[config.mk]
export PLATFORM = sky130hd
export DESIGN_NAME = rect_chain_dma
export DESIGN_NICKNAME = d
export VERILOG_FILES = /design/src/rtl/rcd_pkg.sv /design/src/rtl/rcd_regs.sv /design/src/rtl/rcd_walk.sv /design/src/rtl/rcd_seq.sv /design/src/rtl/rect_chain_dma.sv
export SDC_FILE = /design/constraint.sdc
export NUM_CORES = 1
export LEC_CHECK = 0
export BUFFER_PORTS_ARGS = -buffer_cell sky130_fd_sc_hd__buf_2
export CAP_MARGIN = 10
export CORE_AREA = 8 8 191 193
export DETAILED_ROUTE_END_ITERATION = 10
export DIE_AREA = 0 0 199 201
export GPL_TIMING_DRIVEN = 0
export PLACE_DENSITY = 0.73
export SETUP_SLACK_MARGIN = 0.15
export SLEW_MARGIN = 0
export SYNTH_ARGS = -nofsm -noshare
export SYNTH_HDL_FRONTEND = slang
export SYNTH_HIERARCHICAL = 1
export SYNTH_SLANG_ARGS = --single-unit
[constraint.sdc]
create_clock -name clk -period 5.9 [get_ports clk]
set_clock_uncertainty 0.05 [all_clocks]
set_input_delay 0.295 -clock clk [delete_from_list [all_inputs] [get_ports clk]]
set_output_delay 0.295 -clock clk [all_outputs]
set_load 0.02 [all_outputs]
[src/rtl/rcd_pkg.sv]
`timescale 1ns/1ps
// Shared constants and types of the rectangular chained-descriptor DMA.
// Field widths follow the descriptor layout; word-unit widths are derived.
package rcd_pkg;
    localparam int DATA_W    = 32;
    localparam int WADDR_W   = DATA_W - 2;   // word address width
    localparam int STRIDE_W  = 14;           // byte stride field width
    localparam int WIDTH_W   = 15;           // byte row-width field width
    localparam int TOTAL_W   = 16;           // byte total field width
    localparam int NODE_W    = 8;            // completed-descriptor counter
    localparam int STRIDE_WW = STRIDE_W - 2; // stride in words
    localparam int WIDTH_WW  = WIDTH_W - 2;  // row width in words
    localparam int TOTAL_WW  = TOTAL_W - 2;  // total in words

    localparam int CMD_START = 0;
    localparam int CMD_RESET = 1;
    localparam int CMD_END   = 2;

    typedef enum logic [2:0] {
        S_IDLE, S_DREQ, S_DCAP, S_CHK, S_RREQ, S_WRITE, S_NEXT
    } seq_state_t;
endpackage

[src/rtl/rcd_regs.sv]
`timescale 1ns/1ps
// Register block: head address, command decode, end flag and progress
// counters. Assumes the sequencer pulses word_done once per copied word and
// node_done once per finished descriptor.
module rcd_regs
    import rcd_pkg::*;
(
    input  logic                 clk,
    input  logic                 rst_n,
    input  logic                 bus_wr,
    input  logic                 bus_sel,
    input  logic [DATA_W-1:0]    bus_wdata,
    output logic [DATA_W-1:0]    bus_rdata,
    input  logic                 busy,
    input  logic                 word_done,
    input  logic                 node_done,
    input  logic                 chain_done,
    output logic [WADDR_W-1:0]   head_word,
    output logic                 start_pulse,
    output logic                 abort_pulse
);
    localparam int PAD_W = DATA_W - TOTAL_W - NODE_W - 3;

    logic [WADDR_W-1:0] head_q;
    logic               end_q;
    logic [TOTAL_W-1:0] bytes_q;
    logic [NODE_W-1:0]  nodes_q;
    logic               cmd_wr;

    // Decode command writes; reset beats start, start is dropped while busy.
    always_comb begin
        cmd_wr      = bus_wr && bus_sel;
        abort_pulse = cmd_wr && bus_wdata[CMD_RESET];
        start_pulse = cmd_wr && bus_wdata[CMD_START] && !bus_wdata[CMD_RESET] && !busy;
    end

    // Head address register, low two bits dropped.
    always_ff @(posedge clk) begin
        if (!rst_n)
            head_q <= '0;
        else if (bus_wr && !bus_sel)
            head_q <= bus_wdata[DATA_W-1:2];
    end

    // End flag and progress counters.
    always_ff @(posedge clk) begin
        if (!rst_n || abort_pulse || start_pulse) begin
            end_q   <= 1'b0;
            bytes_q <= '0;
            nodes_q <= '0;
        end else begin
            if (word_done)  bytes_q <= bytes_q + TOTAL_W'(4);
            if (node_done)  nodes_q <= nodes_q + NODE_W'(1);
            if (chain_done) end_q   <= 1'b1;
        end
    end

    // Read mux of the two registers.
    always_comb begin
        if (bus_sel)
            bus_rdata = {bytes_q, nodes_q, {PAD_W{1'b0}}, end_q, 1'b0, busy};
        else
            bus_rdata = {head_q, 2'b00};
    end

    assign head_word = head_q;

    AST_START_CLEARS: assert property (@(posedge clk) disable iff (!rst_n)
        start_pulse |=> !end_q && bytes_q == '0 && nodes_q == '0);
    AST_BYTES_STEP: assert property (@(posedge clk) disable iff (!rst_n)
        (!$past(start_pulse || abort_pulse) && bytes_q != $past(bytes_q))
        |-> bytes_q == $past(bytes_q) + TOTAL_W'(4));
    AST_ABORT_CLEARS: assert property (@(posedge clk) disable iff (!rst_n)
        abort_pulse |=> !end_q && bytes_q == '0 && nodes_q == '0);
endmodule

[src/rtl/rcd_walk.sv]
`timescale 1ns/1ps
// Rectangle walker: holds the row bases, column and remaining word count of
// one descriptor and produces the current source/destination word address.
// Assumes step is only asserted while words remain.
module rcd_walk
    import rcd_pkg::*;
(
    input  logic                 clk,
    input  logic                 rst_n,
    input  logic                 load,
    input  logic                 step,
    input  logic [WADDR_W-1:0]   src_base,
    input  logic [WADDR_W-1:0]   dst_base,
    input  logic [STRIDE_WW-1:0] src_stride,
    input  logic [STRIDE_WW-1:0] dst_stride,
    input  logic [WIDTH_WW-1:0]  row_width,
    input  logic [TOTAL_WW-1:0]  total,
    output logic [WADDR_W-1:0]   src_word,
    output logic [WADDR_W-1:0]   dst_word,
    output logic                 last_word,
    output logic                 empty
);
    logic [WADDR_W-1:0]   src_row_q, dst_row_q;
    logic [STRIDE_WW-1:0] sstr_q, dstr_q;
    logic [WIDTH_WW-1:0]  width_q, col_q, col_nx;
    logic [TOTAL_WW-1:0]  remain_q;

    assign col_nx = col_q + WIDTH_WW'(1);

    // Load a descriptor, or step one word with row wrap and stride advance.
    always_ff @(posedge clk) begin
        if (!rst_n) begin
            src_row_q <= '0;
            dst_row_q <= '0;
            sstr_q    <= '0;
            dstr_q    <= '0;
            width_q   <= '0;
            col_q     <= '0;
            remain_q  <= '0;
        end else if (load) begin
            src_row_q <= src_base;
            dst_row_q <= dst_base;
            sstr_q    <= src_stride;
            dstr_q    <= dst_stride;
            width_q   <= row_width;
            col_q     <= '0;
            remain_q  <= total;
        end else if (step) begin
            remain_q <= remain_q - TOTAL_WW'(1);
            if (col_nx == width_q) begin
                col_q     <= '0;
                src_row_q <= src_row_q + WADDR_W'(sstr_q);
                dst_row_q <= dst_row_q + WADDR_W'(dstr_q);
            end else begin
                col_q <= col_nx;
            end
        end
    end

    // Current addresses and end-of-descriptor flags.
    always_comb begin
        src_word  = src_row_q + WADDR_W'(col_q);
        dst_word  = dst_row_q + WADDR_W'(col_q);
        last_word = (remain_q == TOTAL_WW'(1));
        empty     = (remain_q == '0);
    end

    AST_NO_STEP_EMPTY: assert property (@(posedge clk) disable iff (!rst_n)
        step |-> !empty);
endmodule

[src/rtl/rcd_seq.sv]
`timescale 1ns/1ps
// Channel sequencer: fetches descriptors word by word, runs the read/write
// copy loop and follows the chain. Assumes read data arrives one cycle
// after a read request and that the memory accepts every request.
module rcd_seq
    import rcd_pkg::*;
(
    input  logic                 clk,
    input  logic                 rst_n,
    input  logic                 start_pulse,
    input  logic                 abort_pulse,
    input  logic [WADDR_W-1:0]   head_word,
    input  logic [DATA_W-1:0]    mem_rdata,
    input  logic [WADDR_W-1:0]   src_word,
    input  logic [WADDR_W-1:0]   dst_word,
    input  logic                 last_word,
    input  logic                 empty,
    output logic                 busy,
    output logic                 mem_req,
    output logic                 mem_we,
    output logic [DATA_W-1:0]    mem_addr,
    output logic [DATA_W-1:0]    mem_wdata,
    output logic                 walk_load,
    output logic                 walk_step,
    output logic [WADDR_W-1:0]   src_base,
    output logic [WADDR_W-1:0]   dst_base,
    output logic [STRIDE_WW-1:0] src_stride,
    output logic [STRIDE_WW-1:0] dst_stride,
    output logic [WIDTH_WW-1:0]  row_width,
    output logic [TOTAL_WW-1:0]  total,
    output logic                 word_done,
    output logic                 node_done,
    output logic                 chain_done
);
    seq_state_t           state_q;
    logic [WADDR_W-1:0]   daddr_q;
    logic [1:0]           idx_q;
    logic                 tag_q;

    // State register, descriptor pointer and captured descriptor fields.
    always_ff @(posedge clk) begin
        if (!rst_n || abort_pulse) begin
            state_q    <= S_IDLE;
            daddr_q    <= '0;
            idx_q      <= '0;
            tag_q      <= 1'b0;
            src_base   <= '0;
            dst_base   <= '0;
            src_stride <= '0;
            dst_stride <= '0;
        end else begin
            case (state_q)
                S_IDLE: if (start_pulse) begin
                    daddr_q <= head_word;
                    idx_q   <= '0;
                    state_q <= S_DREQ;
                end
                S_DREQ: state_q <= S_DCAP;
                S_DCAP: begin
                    case (idx_q)
                        2'd0: src_base <= mem_rdata[DATA_W-1:2];
                        2'd1: dst_base <= mem_rdata[DATA_W-1:2];
                        2'd2: begin
                            src_stride <= mem_rdata[16+STRIDE_W-1:18];
                            dst_stride <= mem_rdata[STRIDE_W-1:2];
                        end
                        default: tag_q <= mem_rdata[DATA_W-1];
                    endcase
                    idx_q   <= idx_q + 2'd1;
                    state_q <= (idx_q == 2'd3) ? S_CHK : S_DREQ;
                end
                S_CHK:   state_q <= empty ? S_NEXT : S_RREQ;
                S_RREQ:  state_q <= S_WRITE;
                S_WRITE: state_q <= last_word ? S_NEXT : S_RREQ;
                S_NEXT: begin
                    if (tag_q) begin
                        state_q <= S_IDLE;
                    end else begin
                        daddr_q <= daddr_q + WADDR_W'(4);
                        idx_q   <= '0;
                        state_q <= S_DREQ;
                    end
                end
                default: state_q <= S_IDLE;
            endcase
        end
    end

    // Memory port drive and pulses to the walker and register block.
    always_comb begin
        busy       = (state_q != S_IDLE);
        mem_req    = (state_q == S_DREQ) || (state_q == S_RREQ) || (state_q == S_WRITE);
        mem_we     = (state_q == S_WRITE);
        mem_wdata  = (state_q == S_WRITE) ? mem_rdata : '0;
        case (state_q)
            S_DREQ:  mem_addr = {daddr_q + WADDR_W'(idx_q), 2'b00};
            S_RREQ:  mem_addr = {src_word, 2'b00};
            S_WRITE: mem_addr = {dst_word, 2'b00};
            default: mem_addr = '0;
        endcase
        walk_load  = (state_q == S_DCAP) && (idx_q == 2'd3);
        walk_step  = (state_q == S_WRITE);
        row_width  = mem_rdata[16+WIDTH_W-1:18];
        total      = mem_rdata[TOTAL_W-1:2];
        word_done  = (state_q == S_WRITE);
        node_done  = (state_q == S_NEXT);
        chain_done = (state_q == S_NEXT) && tag_q;
    end

    AST_BUSY_AFTER_START: assert property (@(posedge clk) disable iff (!rst_n)
        start_pulse |=> busy);
    AST_ABORT_IDLES: assert property (@(posedge clk) disable iff (!rst_n)
        abort_pulse |=> !busy && !mem_req);
    AST_WRITE_FOLLOWS_READ: assert property (@(posedge clk) disable iff (!rst_n)
        (mem_req && mem_we) |-> $past(mem_req && !mem_we));
endmodule

[src/rtl/rect_chain_dma.sv]
`timescale 1ns/1ps
// Top of the rectangular chained-descriptor DMA channel: register block,
// sequencer and rectangle walker. Assumes a memory that accepts one access
// per cycle and returns read data on the following cycle.
module rect_chain_dma
    import rcd_pkg::*;
(
    input  logic              clk,
    input  logic              rst_n,
    input  logic              bus_wr,
    input  logic              bus_sel,
    input  logic [DATA_W-1:0] bus_wdata,
    output logic [DATA_W-1:0] bus_rdata,
    output logic              mem_req,
    output logic              mem_we,
    output logic [DATA_W-1:0] mem_addr,
    output logic [DATA_W-1:0] mem_wdata,
    input  logic [DATA_W-1:0] mem_rdata
);
    logic                 busy, word_done, node_done, chain_done;
    logic                 start_pulse, abort_pulse;
    logic [WADDR_W-1:0]   head_word, src_word, dst_word, src_base, dst_base;
    logic                 last_word, empty, walk_load, walk_step;
    logic [STRIDE_WW-1:0] src_stride, dst_stride;
    logic [WIDTH_WW-1:0]  row_width;
    logic [TOTAL_WW-1:0]  total;

    rcd_regs u_regs (
        .clk(clk), .rst_n(rst_n), .bus_wr(bus_wr), .bus_sel(bus_sel),
        .bus_wdata(bus_wdata), .bus_rdata(bus_rdata), .busy(busy),
        .word_done(word_done), .node_done(node_done), .chain_done(chain_done),
        .head_word(head_word), .start_pulse(start_pulse), .abort_pulse(abort_pulse)
    );

    rcd_seq u_seq (
        .clk(clk), .rst_n(rst_n), .start_pulse(start_pulse), .abort_pulse(abort_pulse),
        .head_word(head_word), .mem_rdata(mem_rdata), .src_word(src_word),
        .dst_word(dst_word), .last_word(last_word), .empty(empty), .busy(busy),
        .mem_req(mem_req), .mem_we(mem_we), .mem_addr(mem_addr), .mem_wdata(mem_wdata),
        .walk_load(walk_load), .walk_step(walk_step), .src_base(src_base),
        .dst_base(dst_base), .src_stride(src_stride), .dst_stride(dst_stride),
        .row_width(row_width), .total(total), .word_done(word_done),
        .node_done(node_done), .chain_done(chain_done)
    );

    rcd_walk u_walk (
        .clk(clk), .rst_n(rst_n), .load(walk_load), .step(walk_step),
        .src_base(src_base), .dst_base(dst_base), .src_stride(src_stride),
        .dst_stride(dst_stride), .row_width(row_width), .total(total),
        .src_word(src_word), .dst_word(dst_word), .last_word(last_word), .empty(empty)
    );
endmodule

==> key figures <==
Outcome
  – Outcome: finished clean

Clock network
  – Worst-path clk slew: approximately 0.06 ns
  – Hold_buf cts: 43
  – Clk Latency, worst-skew pair: approximately 0.55 ns
  – Cts bufs inserted: 36
  – PostCTS Resize Cnt: 0
  – CTS Root Cell: clkbuf_16
  – CTS sink cnt: 297
  – Post CTS Setup Buffer Count: 0
  – TritonCTS clock tree: done
  – Clock buffer depth: 3
  – CTS H-tree lvls: 2

STA
  – Worst slew pin tran: roughly 1 ns
  – TNS Setup: 0 ns
  – Final hold vios: 0
  – Hold WS: roughly 0.018 ns
  – RSZ-0062 raised after global routing: false
  – Fmax: ~0.19 GHz
  – Max_slew headroom: 0.326
  – Setup Viol. Count Final: 0
  – Period utilization: 0.881
  – Min cycle time layout: 5.20 ns
  – Final WS setup: 0.701 ns
  – Fin. max-slew vios: 0

Cells and area
  – Fin util: 0.634
  – Area grow syn2layout: 17.0%
  – Layout cells sized above 1: 0.140
  – Final cell count without fillers: 3,004
  – Nets: 2,663

Yosys
  – Synth Cell Area: ~0.018 mm2
  – Register bit total from synthesis: 297
  – Average cell area after synthesis: 7.89 um2
  – Asr flop ratio synth: 0
  – Ys flop type: dfxtp_1
  – Synthesis Warnings: 6
  – Synth cell types: 86
  – EDFF count, synth: 0
  – Cells after Synth: 2,285
  – Sequential fraction of the synthesis area: 0.330

Global routing
  – Vias in the first global route: 17,200
  – Global router's overall resource usage: 0.316
  – Largest net degree at the start of global routing: 14
  – Initial antenna violation count: 1
  – Grt total ovfl: 0
  – First-pass GRT wire length: between 90 and 100 mm

Power
  – P_int: 3.55 mW
  – Net Sw Frac: 0.234
  – Logic pwr share: 0.052
  – Pwr dens: 220 mW/mm2
  – Net load switching power: 1.08 mW
  – Sequential power share: 0.439
  – Static leakage: 8.44 nW
  – Clock share of power: 0.509
  – Max VDD drop: 0.222 mV

Routing
  – DR iter-0 viols: 1,967
  – DR WL met2: 28.5 mm
  – Via/cell ratio: 6.03
  – Final WL: 65.2 mm
  – Met1 Wirelength: 27.5 mm
  – DR WL/cell: 21.7 um
  – Met3 routed WL: about 6.4 mm
  – Routed via count: 18,100
  – DRT antenna net count: 0
  – 1st-pass router iterations: 6
  – # DRC: 0
  – DR top layer: met4

Floorplan
  – Initial Util: 0.542
  – Site row count: 67
  – Die area: 0.0400 mm2
  – Die Y: 201 um
  – Core area: roughly 0.033 mm2
  – I/O Pins: 166
  – Die width: approximately 200 um

Hold path
  – Hold EP: u_seq/src_base[25]$_SDFFE_PP0P_
  – Hold Crit Class: in2reg
  – Worst hold path cell count: 3
  – Hold_sp: mem_rdata[27]

Critical path
  – Req. time, crit path: 6.28 ns
  – Crit path top cell by count: clkbuf_1
  – Crit-path leading delay family: buffers and inverters
  – Setup crit start kind: flop
  – Critical path arrival: about 5.6 ns
  – Crit path max fanout: 13
  – Slowest cell delay on critical path: between 0.7 and 0.8 ns
  – Worst r2r src: u_seq/state_q[1]$_SDFFE_PP0P_
  – Reg2reg setup slack: 0.70 ns
  – Crit path capture type: flop
  – Slowest-stage cell, CP: buf_1
  – Worst path bufs/invs: 7
  – R2R depth: 13
  – Crit-path cells: buf_2 > inv_1 > and3_1 > clkbuf_1 > clkbuf_1 > buf_4 > clkbuf_1 > nand4_1 > nor3_2 > buf_1 > nand3_1 > nor4_1 > nor3_1
  – R2R Path End: u_walk/src_row_q[23]$_SDFFE_PN0P_
  – CP Class: reg2reg
  – Crit path launch: u_seq/state_q[1]$_SDFFE_PP0P_

Placement
  – Port bufs: 161
  – Pre-CTS WS: 0.926 ns
  – Placed insts: about 2,900
  – GP Congestion: 0.987
  – DP HPWL: 49.2 mm

Flow run
  – Max cap viols: 0
## cells in the mapped netlist (31+ instances only)
library cell	instances	share of area
and3_1	37	0.013
nor2b_1	31	0.011
a21boi_0	31	0.013
xor2_1	67	0.033
clkbuf_1	106	0.022
dfxtp_1	297	0.33
nor2_1	179	0.037
nand3_1	58	0.016
buf_2	34	0.0094
inv_1	33	0.0069
nor3_1	46	0.013
and2_1	48	0.017
buf_4	35	0.015
o21ai_0	99	0.027
xnor2_1	90	0.044
nand2_1	344	0.072
nand4_1	53	0.018
ha_1	62	0.043
a21oi_1	198	0.055
mux2i_1	72	0.040
## kinds of logic (layout without fill, tap and decap cells)
logic type      after synthesis  count (layout)  share of synthesized area
flops                       297             297                      0.330
fa+ha+maj                    67              67                     0.0486
other cells                   2               5                   0.000417
buf+inv                     226             494                     0.0576
mux                         102             102                     0.0587
simple gates                914             914                      0.252
compound gates              520             520                      0.177
xor+xnor                    157             157                     0.0763
## power groups by stage
stage	clock, mW	sequential, mW	combinational (mW)
6_report	2.36	2.03	0.242
5_1_grt	2.47	2.03	0.255
2_1_floorplan	0	2.07	0.111
3_3_place_gp	0	2.08	0.210
4_1_cts	2.39	2.03	0.235
3_5_place_dp	0	2.08	0.212
## worst max path at each step
stage	cells after the start	endpoint	slack (ns)
after floorplan	10	u_walk/dst_row_q[25]$_SDFFE_PN0P_	2.44
after global placement	13	u_walk/src_row_q[23]$_SDFFE_PN0P_	1.00
after detailed placement	13	u_walk/src_row_q[23]$_SDFFE_PN0P_	0.93
after CTS	12	u_walk/src_row_q[26]$_SDFFE_PN0P_	0.89
after global routing	13	u_walk/src_row_q[23]$_SDFFE_PN0P_	0.55
final	13	u_walk/src_row_q[23]$_SDFFE_PN0P_	0.70
## state kept, by name (all words and copies together), names as in the netlist, 2 cells and up
| name | cells |
|---|---|
| u_seq/dst_stride | 12 |
| u_seq/dst_base | 30 |
| u_walk/sstr_q | 12 |
| u_regs/nodes_q | 8 |
| u_walk/dst_row_q | 30 |
| u_seq/src_base | 30 |
| u_walk/remain_q | 14 |
| u_seq/idx_q | 2 |
| u_seq/src_stride | 12 |
| u_regs/bytes_q | 14 |
| u_walk/dstr_q | 12 |
| u_seq/state_q | 3 |
| u_seq/daddr_q | 30 |
| u_walk/width_q | 13 |
| u_walk/col_q | 13 |
| u_walk/src_row_q | 30 |
| u_regs/head_word | 30 |
## worst register-to-register path: stages (launching register included)
cell      delay (ns)
dfxtp_1         0.31
buf_2           0.18
inv_1           0.20
and3_1          0.18
clkbuf_1        0.66
clkbuf_1        0.67
buf_4           0.23
clkbuf_1        0.52
nand4_1         0.40
nor3_2          0.31
buf_1           0.71
nand3_1         0.30
nor4_1          0.29
nor3_1          0.08
## through the flow
step,cell area [um2],total power [mW]
after floorplan,18000,2.18
after global placement,19400,2.29
after detailed placement,19400,2.29
after CTS,21100,4.66
after global routing,21100,4.76
final,21100,4.64
## per-layer routing
layer	vias up	GRT usage
met3	167	0.0749
met2	898	0.487
met1	8568	0.414
li1	8473	-
met4	0	0.143
met5	-	0
## placed cells by master (no fill, tap or decap), drive strengths merged, types with 30 or more instances in the layout
cell type | netlist | final
a21boi | 31 | 31
a21oi | 198 | 198
a22oi | 30 | 30
and2 | 48 | 48
and3 | 39 | 39
buf | 84 | 245
clkbuf | 107 | 158
dfxtp | 297 | 297
dlygate4sd3 | 0 | 43
ha | 62 | 62
inv | 33 | 35
mux2 | 30 | 30
mux2i | 72 | 72
nand2 | 344 | 344
nand3 | 60 | 60
nand4 | 58 | 58
nor2 | 183 | 183
nor2b | 31 | 31
nor3 | 50 | 50
o21ai | 119 | 119
xnor2 | 90 | 90
xor2 | 67 | 67
## cell type report
| class | instances | area [um2] |
|---|---|---|
| buffer | 191 | 907 |
| clock inverter | 13 | 193 |
| fill | 2941 | 12200 |
| multi-input combinational | 1763 | 11000 |
| timing repair buffer | 204 | 1240 |
| antenna | 2 | 5.00 |
| tap | 448 | 561 |
| clock buffer | 51 | 1070 |
| inverter | 35 | 131 |
| sequential | 297 | 5950 |
Note: power is estimated with default switching activity, not from simulation.
